<file path="config.mk">
export PLATFORM = sky130hd
export DESIGN_NAME = irq_aggregator
export DESIGN_NICKNAME = d
export VERILOG_FILES = /design/src/rtl/irqagg_pkg.sv /design/src/rtl/irq_stat_bank.sv /design/src/rtl/intx_set_decode.sv /design/src/rtl/irq_aggregator.sv
export SDC_FILE = /design/constraint.sdc
export NUM_CORES = 1
export LEC_CHECK = 0
export CELL_PAD_IN_SITES_DETAIL_PLACEMENT = 1
export CELL_PAD_IN_SITES_GLOBAL_PLACEMENT = 1
export CORE_ASPECT_RATIO = 0.8
export CORE_MARGIN = 1
export CORE_UTILIZATION = 50
export CTS_CLUSTER_DIAMETER = 120
export DETAILED_ROUTE_END_ITERATION = 8
export DONT_BUFFER_PORTS = 1
export PLACE_DENSITY = 0.9
export SYNTH_ARGS = -nofsm -noshare
export SYNTH_HDL_FRONTEND = slang
export SYNTH_HIERARCHICAL = 1
export SYNTH_SLANG_ARGS = --single-unit
</file>
<file path="constraint.sdc">
create_clock -name clk -period 2.2 [get_ports clk]
set_input_delay 0.44 -clock clk [delete_from_list [all_inputs] [get_ports clk]]
set_output_delay 0.44 -clock clk [all_outputs]
set_load 0.03 [all_outputs]
</file>
<file path="src/rtl/irqagg_pkg.sv">
package irqagg_pkg;

    localparam int REG_W         = 32;
    localparam int ADDR_W        = 4;
    localparam int NUM_BANKS     = 4;
    localparam int VEC_W         = $clog2(REG_W);
    localparam int PAYLOAD_W     = 8;
    localparam int INTX_LINES    = 4;
    localparam int LINE_W        = $clog2(INTX_LINES);
    localparam int ASSERT_BASE   = 16;
    localparam int DEASSERT_BASE = ASSERT_BASE + INTX_LINES;
    localparam int MSI_PEND_BIT  = 24;
    localparam int PRIM_TOP_BIT  = 26;
    localparam int PM_BIT        = 4;
    localparam int FLUSH_BIT     = 5;
    localparam int CORE_BIT      = 16;

    localparam logic [ADDR_W-1:0] ADDR_PAYLOAD = ADDR_W'(2 * NUM_BANKS);

    // bank index b: status at word 2b, mask at word 2b+1
    typedef enum logic [1:0] {
        BK_PRIM = 2'd0,
        BK_SEC  = 2'd1,
        BK_MSI  = 2'd2,
        BK_TOP  = 2'd3
    } bank_e;

    typedef struct packed {
        logic              valid;
        logic              deassert;
        logic [LINE_W-1:0] line;
    } intx_evt_t;

    function automatic logic [REG_W-1:0] bank_valid(bank_e b);
        logic [REG_W-1:0] v;
        case (b)
            BK_PRIM: v = {{(REG_W-PRIM_TOP_BIT-1){1'b0}}, {(PRIM_TOP_BIT+1){1'b1}}};
            BK_SEC:  v = (REG_W'(1) << PM_BIT) | (REG_W'(1) << FLUSH_BIT);
            BK_MSI:  v = '1;
            default: v = REG_W'(1) << CORE_BIT;
        endcase
        return v;
    endfunction

    // sticky status update: clear-by-one, then new events win
    function automatic logic [REG_W-1:0] w1c_next(
        input logic [REG_W-1:0] cur,
        input logic [REG_W-1:0] clr,
        input logic [REG_W-1:0] set,
        input logic [REG_W-1:0] valid
    );
        return ((cur & ~clr) | set) & valid;
    endfunction

endpackage

</file>
<file path="src/rtl/irq_stat_bank.sv">
module irq_stat_bank
    import irqagg_pkg::*;
#(
    parameter logic [REG_W-1:0] VALID = '1
) (
    input  logic             clk,
    input  logic             rst,
    input  logic [REG_W-1:0] set_i,
    input  logic             stat_wr_i,
    input  logic             mask_wr_i,
    input  logic [REG_W-1:0] wdata_i,
    output logic [REG_W-1:0] stat_o,
    output logic [REG_W-1:0] mask_o,
    output logic             pend_o
);

    logic [REG_W-1:0] stat_q;
    logic [REG_W-1:0] mask_q;
    logic [REG_W-1:0] clr;

    assign clr = stat_wr_i ? wdata_i : '0;

    always_ff @(posedge clk) begin
        if (rst) begin
            stat_q <= '0;
            mask_q <= VALID;
        end else begin
            stat_q <= w1c_next(stat_q, clr, set_i, VALID);
            if (mask_wr_i) begin
                mask_q <= wdata_i & VALID;
            end
        end
    end

    assign stat_o = stat_q;
    assign mask_o = mask_q;
    assign pend_o = |(stat_q & ~mask_q);

endmodule

</file>
<file path="src/rtl/intx_set_decode.sv">
module intx_set_decode
    import irqagg_pkg::*;
(
    input  intx_evt_t        evt_i,
    output logic [REG_W-1:0] set_o
);

    always_comb begin
        set_o = '0;
        if (evt_i.valid) begin
            if (evt_i.deassert) begin
                set_o[DEASSERT_BASE + int'(evt_i.line)] = 1'b1;
            end else begin
                set_o[ASSERT_BASE + int'(evt_i.line)] = 1'b1;
            end
        end
    end

endmodule

</file>
<file path="src/rtl/irq_aggregator.sv">
module irq_aggregator
    import irqagg_pkg::*;
(
    input  logic              clk,
    input  logic              rst,
    input  logic              reg_wr,
    input  logic [ADDR_W-1:0] reg_addr,
    input  logic [REG_W-1:0]  reg_wdata,
    output logic [REG_W-1:0]  reg_rdata,
    input  logic              intx_evt,
    input  logic              intx_deassert,
    input  logic [LINE_W-1:0] intx_line,
    input  logic              pm_evt,
    input  logic              flush_evt,
    input  logic              msi_wr,
    input  logic [VEC_W-1:0]  msi_vec,
    input  logic [PAYLOAD_W-1:0] msi_data,
    output logic              irq_o
);

    logic [REG_W-1:0] set_v  [NUM_BANKS];
    logic [REG_W-1:0] stat_v [NUM_BANKS];
    logic [REG_W-1:0] mask_v [NUM_BANKS];
    logic [NUM_BANKS-1:0] pend_v;

    logic [REG_W-1:0]     intx_set;
    intx_evt_t            intx_in;
    logic [PAYLOAD_W-1:0] payload_q;
    logic                 irq_q;

    assign intx_in = '{valid: intx_evt, deassert: intx_deassert, line: intx_line};

    intx_set_decode u_intx (
        .evt_i (intx_in),
        .set_o (intx_set)
    );

    assign set_v[BK_PRIM] = intx_set | (REG_W'(pend_v[BK_MSI]) << MSI_PEND_BIT);
    assign set_v[BK_SEC]  = (REG_W'(pm_evt) << PM_BIT) | (REG_W'(flush_evt) << FLUSH_BIT);
    assign set_v[BK_MSI]  = msi_wr ? (REG_W'(1) << msi_vec) : '0;
    assign set_v[BK_TOP]  = REG_W'(pend_v[BK_PRIM] | pend_v[BK_SEC]) << CORE_BIT;

    for (genvar g = 0; g < NUM_BANKS; g++) begin : g_bank
        localparam logic [ADDR_W-1:0] STAT_ADDR = ADDR_W'(2 * g);
        logic stat_wr;
        logic mask_wr;
        assign stat_wr = reg_wr && (reg_addr == STAT_ADDR);
        assign mask_wr = reg_wr && (reg_addr == STAT_ADDR + ADDR_W'(1));

        irq_stat_bank #(
            .VALID (bank_valid(bank_e'(g)))
        ) u_bank (
            .clk       (clk),
            .rst       (rst),
            .set_i     (set_v[g]),
            .stat_wr_i (stat_wr),
            .mask_wr_i (mask_wr),
            .wdata_i   (reg_wdata),
            .stat_o    (stat_v[g]),
            .mask_o    (mask_v[g]),
            .pend_o    (pend_v[g])
        );
    end

    always_ff @(posedge clk) begin
        if (rst) begin
            payload_q <= '0;
            irq_q     <= 1'b0;
        end else begin
            if (msi_wr) begin
                payload_q <= msi_data;
            end
            irq_q <= pend_v[BK_TOP];
        end
    end

    always_comb begin
        reg_rdata = '0;
        if (reg_addr < ADDR_PAYLOAD) begin
            reg_rdata = reg_addr[0] ? mask_v[reg_addr[ADDR_W-1:1]]
                                    : stat_v[reg_addr[ADDR_W-1:1]];
        end else if (reg_addr == ADDR_PAYLOAD) begin
            reg_rdata = REG_W'(payload_q);
        end
    end

    assign irq_o = irq_q;

    // named views for the bound checker
    logic [REG_W-1:0] prim_stat, sec_stat, msi_stat, msi_mask, top_stat, top_mask;
    assign prim_stat = stat_v[BK_PRIM];
    assign sec_stat  = stat_v[BK_SEC];
    assign msi_stat  = stat_v[BK_MSI];
    assign msi_mask  = mask_v[BK_MSI];
    assign top_stat  = stat_v[BK_TOP];
    assign top_mask  = mask_v[BK_TOP];

endmodule

</file>
==> flow_summary.json <==
{
  "outcome": "finished, violations left",
  "failed_checks": "design-rule violations",
  "routed_wirelength_um": 26900,
  "detail_route.wl_per_cell_um": 22.1,
  "grt_max_degree": 108,
  "finClkSkew_ns": 0.00862,
  "sw_frac_of_total_pct": 25.8,
  "power_density_nw_per_um2": 648,
  "max_clock_freq_mhz": 465,
  "design.core.area_sq_um": 17500,
  "clk_latency_ns": 0.43,
  "end_kind": "output pin",
  "cts.hold.buffers_added": 0,
  "clk_transition_reported_paths_ns": 0.06,
  "detail_route.drc_violations": 6,
  "setup.worst_path.start_class": "flip-flop",
  "clock_sink_count": 133,
  "filler_cell_count": 2047,
  "post_route_cells_drive_above_1_share_pct": 11.2,
  "yosys_warnings": 6,
  "chipWidth_um": 152,
  "final_antenna_net_count": 0,
  "design_area_sq_um": 9170,
  "drt-vias-per-instance": 5.70,
  "chipHeight_um": 122,
  "synth_area_sq_um": 9030,
  "via_count_of_the_first_global_routing_pass": 7299,
  "final_cell_count_without_fillers": 1217,
  "maxSlewHeadroom_pct": 61.4,
  "syn2layout_area_growth_pct": 1.52,
  "hold_path.class": "in2reg",
  "length_of_the_first_detailed_routing_pass_in_iterations": 7,
  "maxCapViolCount": 0,
  "power.sequential.fraction_pct": 43.0,
  "fin_worst_hold_slack_ns": 0.0920,
  "ctsResizeCount": 1,
  "initial_core_util_pct": 51.7,
  "nets": 1038,
  "synthesis.instances": 1002,
  "maxSlewViolCount": 0,
  "antenna_found_initial": 0,
  "fin_crit_ns": 2.15,
  "io_pins": 92,
  "cts_tree": "yes",
  "critPathBufInv": 1,
  "drt_iter0_drc": 626,
  "setup_viol": 0,
  "net-switching-power_mw": 1.53,
  "grt_remaining_overflow": 0,
  "ir_drop_uv": 451,
  "grt_first_pass_wirelength_um": 41800,
  "power_leakage_nw": 3.56,
  "intPower_mw": 4.41,
  "timing_worst_setup_path_type": "reg2out",
  "final_hold_viol_count": 0,
  "worst_pin_slew_ns": 0.577,
  "rows": 43,
  "synthesis.area_per_instance_sq_um": 9.02,
  "power.share.combinational_pct": 11.5,
  "via_count": 6941,
  "critical_path.slowest_cell": "sky130_fd_sc_hd__mux4_2",
  "path_max_fanout": 3,
  "timing.final.crit_share_pct": 97.7,
  "setup_total_negative_slack_ns": 0,
  "global_route.usage.total_pct": 30.1,
  "floorplan.die_area_sq_um": 18600,
  "clock_tree.root_cell": "sky130_fd_sc_hd__clkbuf_16",
  "clockPowerShare_pct": 45.5,
  "setup_repair_after_global_routing_missed_its_margin": "false",
  "antenna_diode_instance_count": 0,
  "post-place-ws_ns": 0.276,
  "port_buffers": 0,
  "placed_cells": 1185,
  "required_ns": 1.76,
  "largest_stage_delay_on_the_critical_path_ns": 0.48,
  "cp_cell_sequence": "mux4_2 -> mux2i_2 -> nor2_1 -> buf_4",
  "hpwlAfterDp_um": 18700,
  "cts.repair_timing.setup_buffer_count": 0,
  "final_critical_path_setup_slack_ns": 0.0498,
  "place.gp.congestion": 0.867,
  "cts_buffers": 17,
  "placed_area_sq_um": 8620,
  "cpLargestDelayFamily": "multiplexers",
  "worst-endpoint-arrival_ns": 1.71,
  "cts_max_path_buffers": 2,
  "h_tree_levels": 4
}
-- flip-flops by register name, summed over array words and instances (netlist names) --
register              count
g_bank.u_bank/mask_o     62
g_bank.u_bank/stat_o     62
irq_o                     1
payload_q                 8
-- power by group through the flow --
stage	sequential (mW)	combinational, mW	clock (mW)
after floorplan	2.57	0.849	0
after global placement	2.60	0.635	0
after detailed placement	2.60	0.657	0
after CTS	2.55	0.667	2.74
after global routing	2.56	0.737	2.85
final	2.55	0.682	2.70
-- through the flow --
step,util [%],power (mW)
finish,52.5,5.94
global route,52.5,6.15
CTS,52.5,5.95
detailed placement,49.3,3.26
global placement,49.3,3.23
floorplan,-,3.42
-- area by class of cell --
class | count | area (sq um) | area share [%]
clock inverters | 9 | 78.8 | 0.859
inverters | 61 | 229 | 2.50
repair buffers | 22 | 215 | 2.35
multi-input cells | 744 | 5240 | 57.1
flip-flops and latches | 133 | 2660 | 29.0
well taps | 225 | 282 | 3.07
clock buffers | 23 | 468 | 5.10
-- path summary, 6_finish.rpt --
kind	startpoint	end	slack (ns)	cells past startpoint
hold / removal	rst	irq_o	0.09	1
setup / recovery	g_bank[2].u_bank/mask_o[9]	reg_rdata[9]	0.05	4
setup reg to reg	g_bank[0].u_bank/mask_o[10]	g_bank[3].u_bank/stat_o[16]	0.19	6
hold reg to reg	payload_q[0]	payload_q[0]	0.50	2
-- per-layer routing --
layer  up-vias  share of wire, %  wire, um  track usage (%)
met5         -                 0         0                0
met4         0               2.6       702             13.5
met3        55               7.4      1990             8.40
met2       250                48     12800             50.3
met1      3495                42     11400             36.6
li1       3141                 -         -                -
-- placed cells by master, fill, tap and decap left out, drive strengths merged --
| cell type | count |
|---|---|
| conb | 151 |
| nor2 | 134 |
| dfxtp | 133 |
| nand2 | 99 |
| inv | 60 |
| a21oi | 59 |
| mux4 | 56 |
| mux2i | 55 |
| a211o | 35 |
| o22ai | 34 |
| nor2b | 32 |
| clkbuf | 23 |
| buf | 22 |
| mux2 | 16 |
| nand2b | 12 |
| nor3 | 10 |
| o31ai | 8 |
| clkinv | 7 |
| and2b | 7 |
| nor4 | 6 |
| o211ai | 4 |
| nand4 | 3 |
| and4bb | 3 |
| and4b | 3 |
| a311oi | 3 |
| nand4b | 2 |
| nand3 | 2 |
| or2 | 2 |
| clkinvlp | 2 |
| nor4b | 2 |
| or3b | 1 |
| nand3b | 1 |
| bufinv | 1 |
| o2111ai | 1 |
| a2111oi | 1 |
| a222oi | 1 |
| and4 | 1 |
Note: power is estimated with default switching activity, not from simulation.
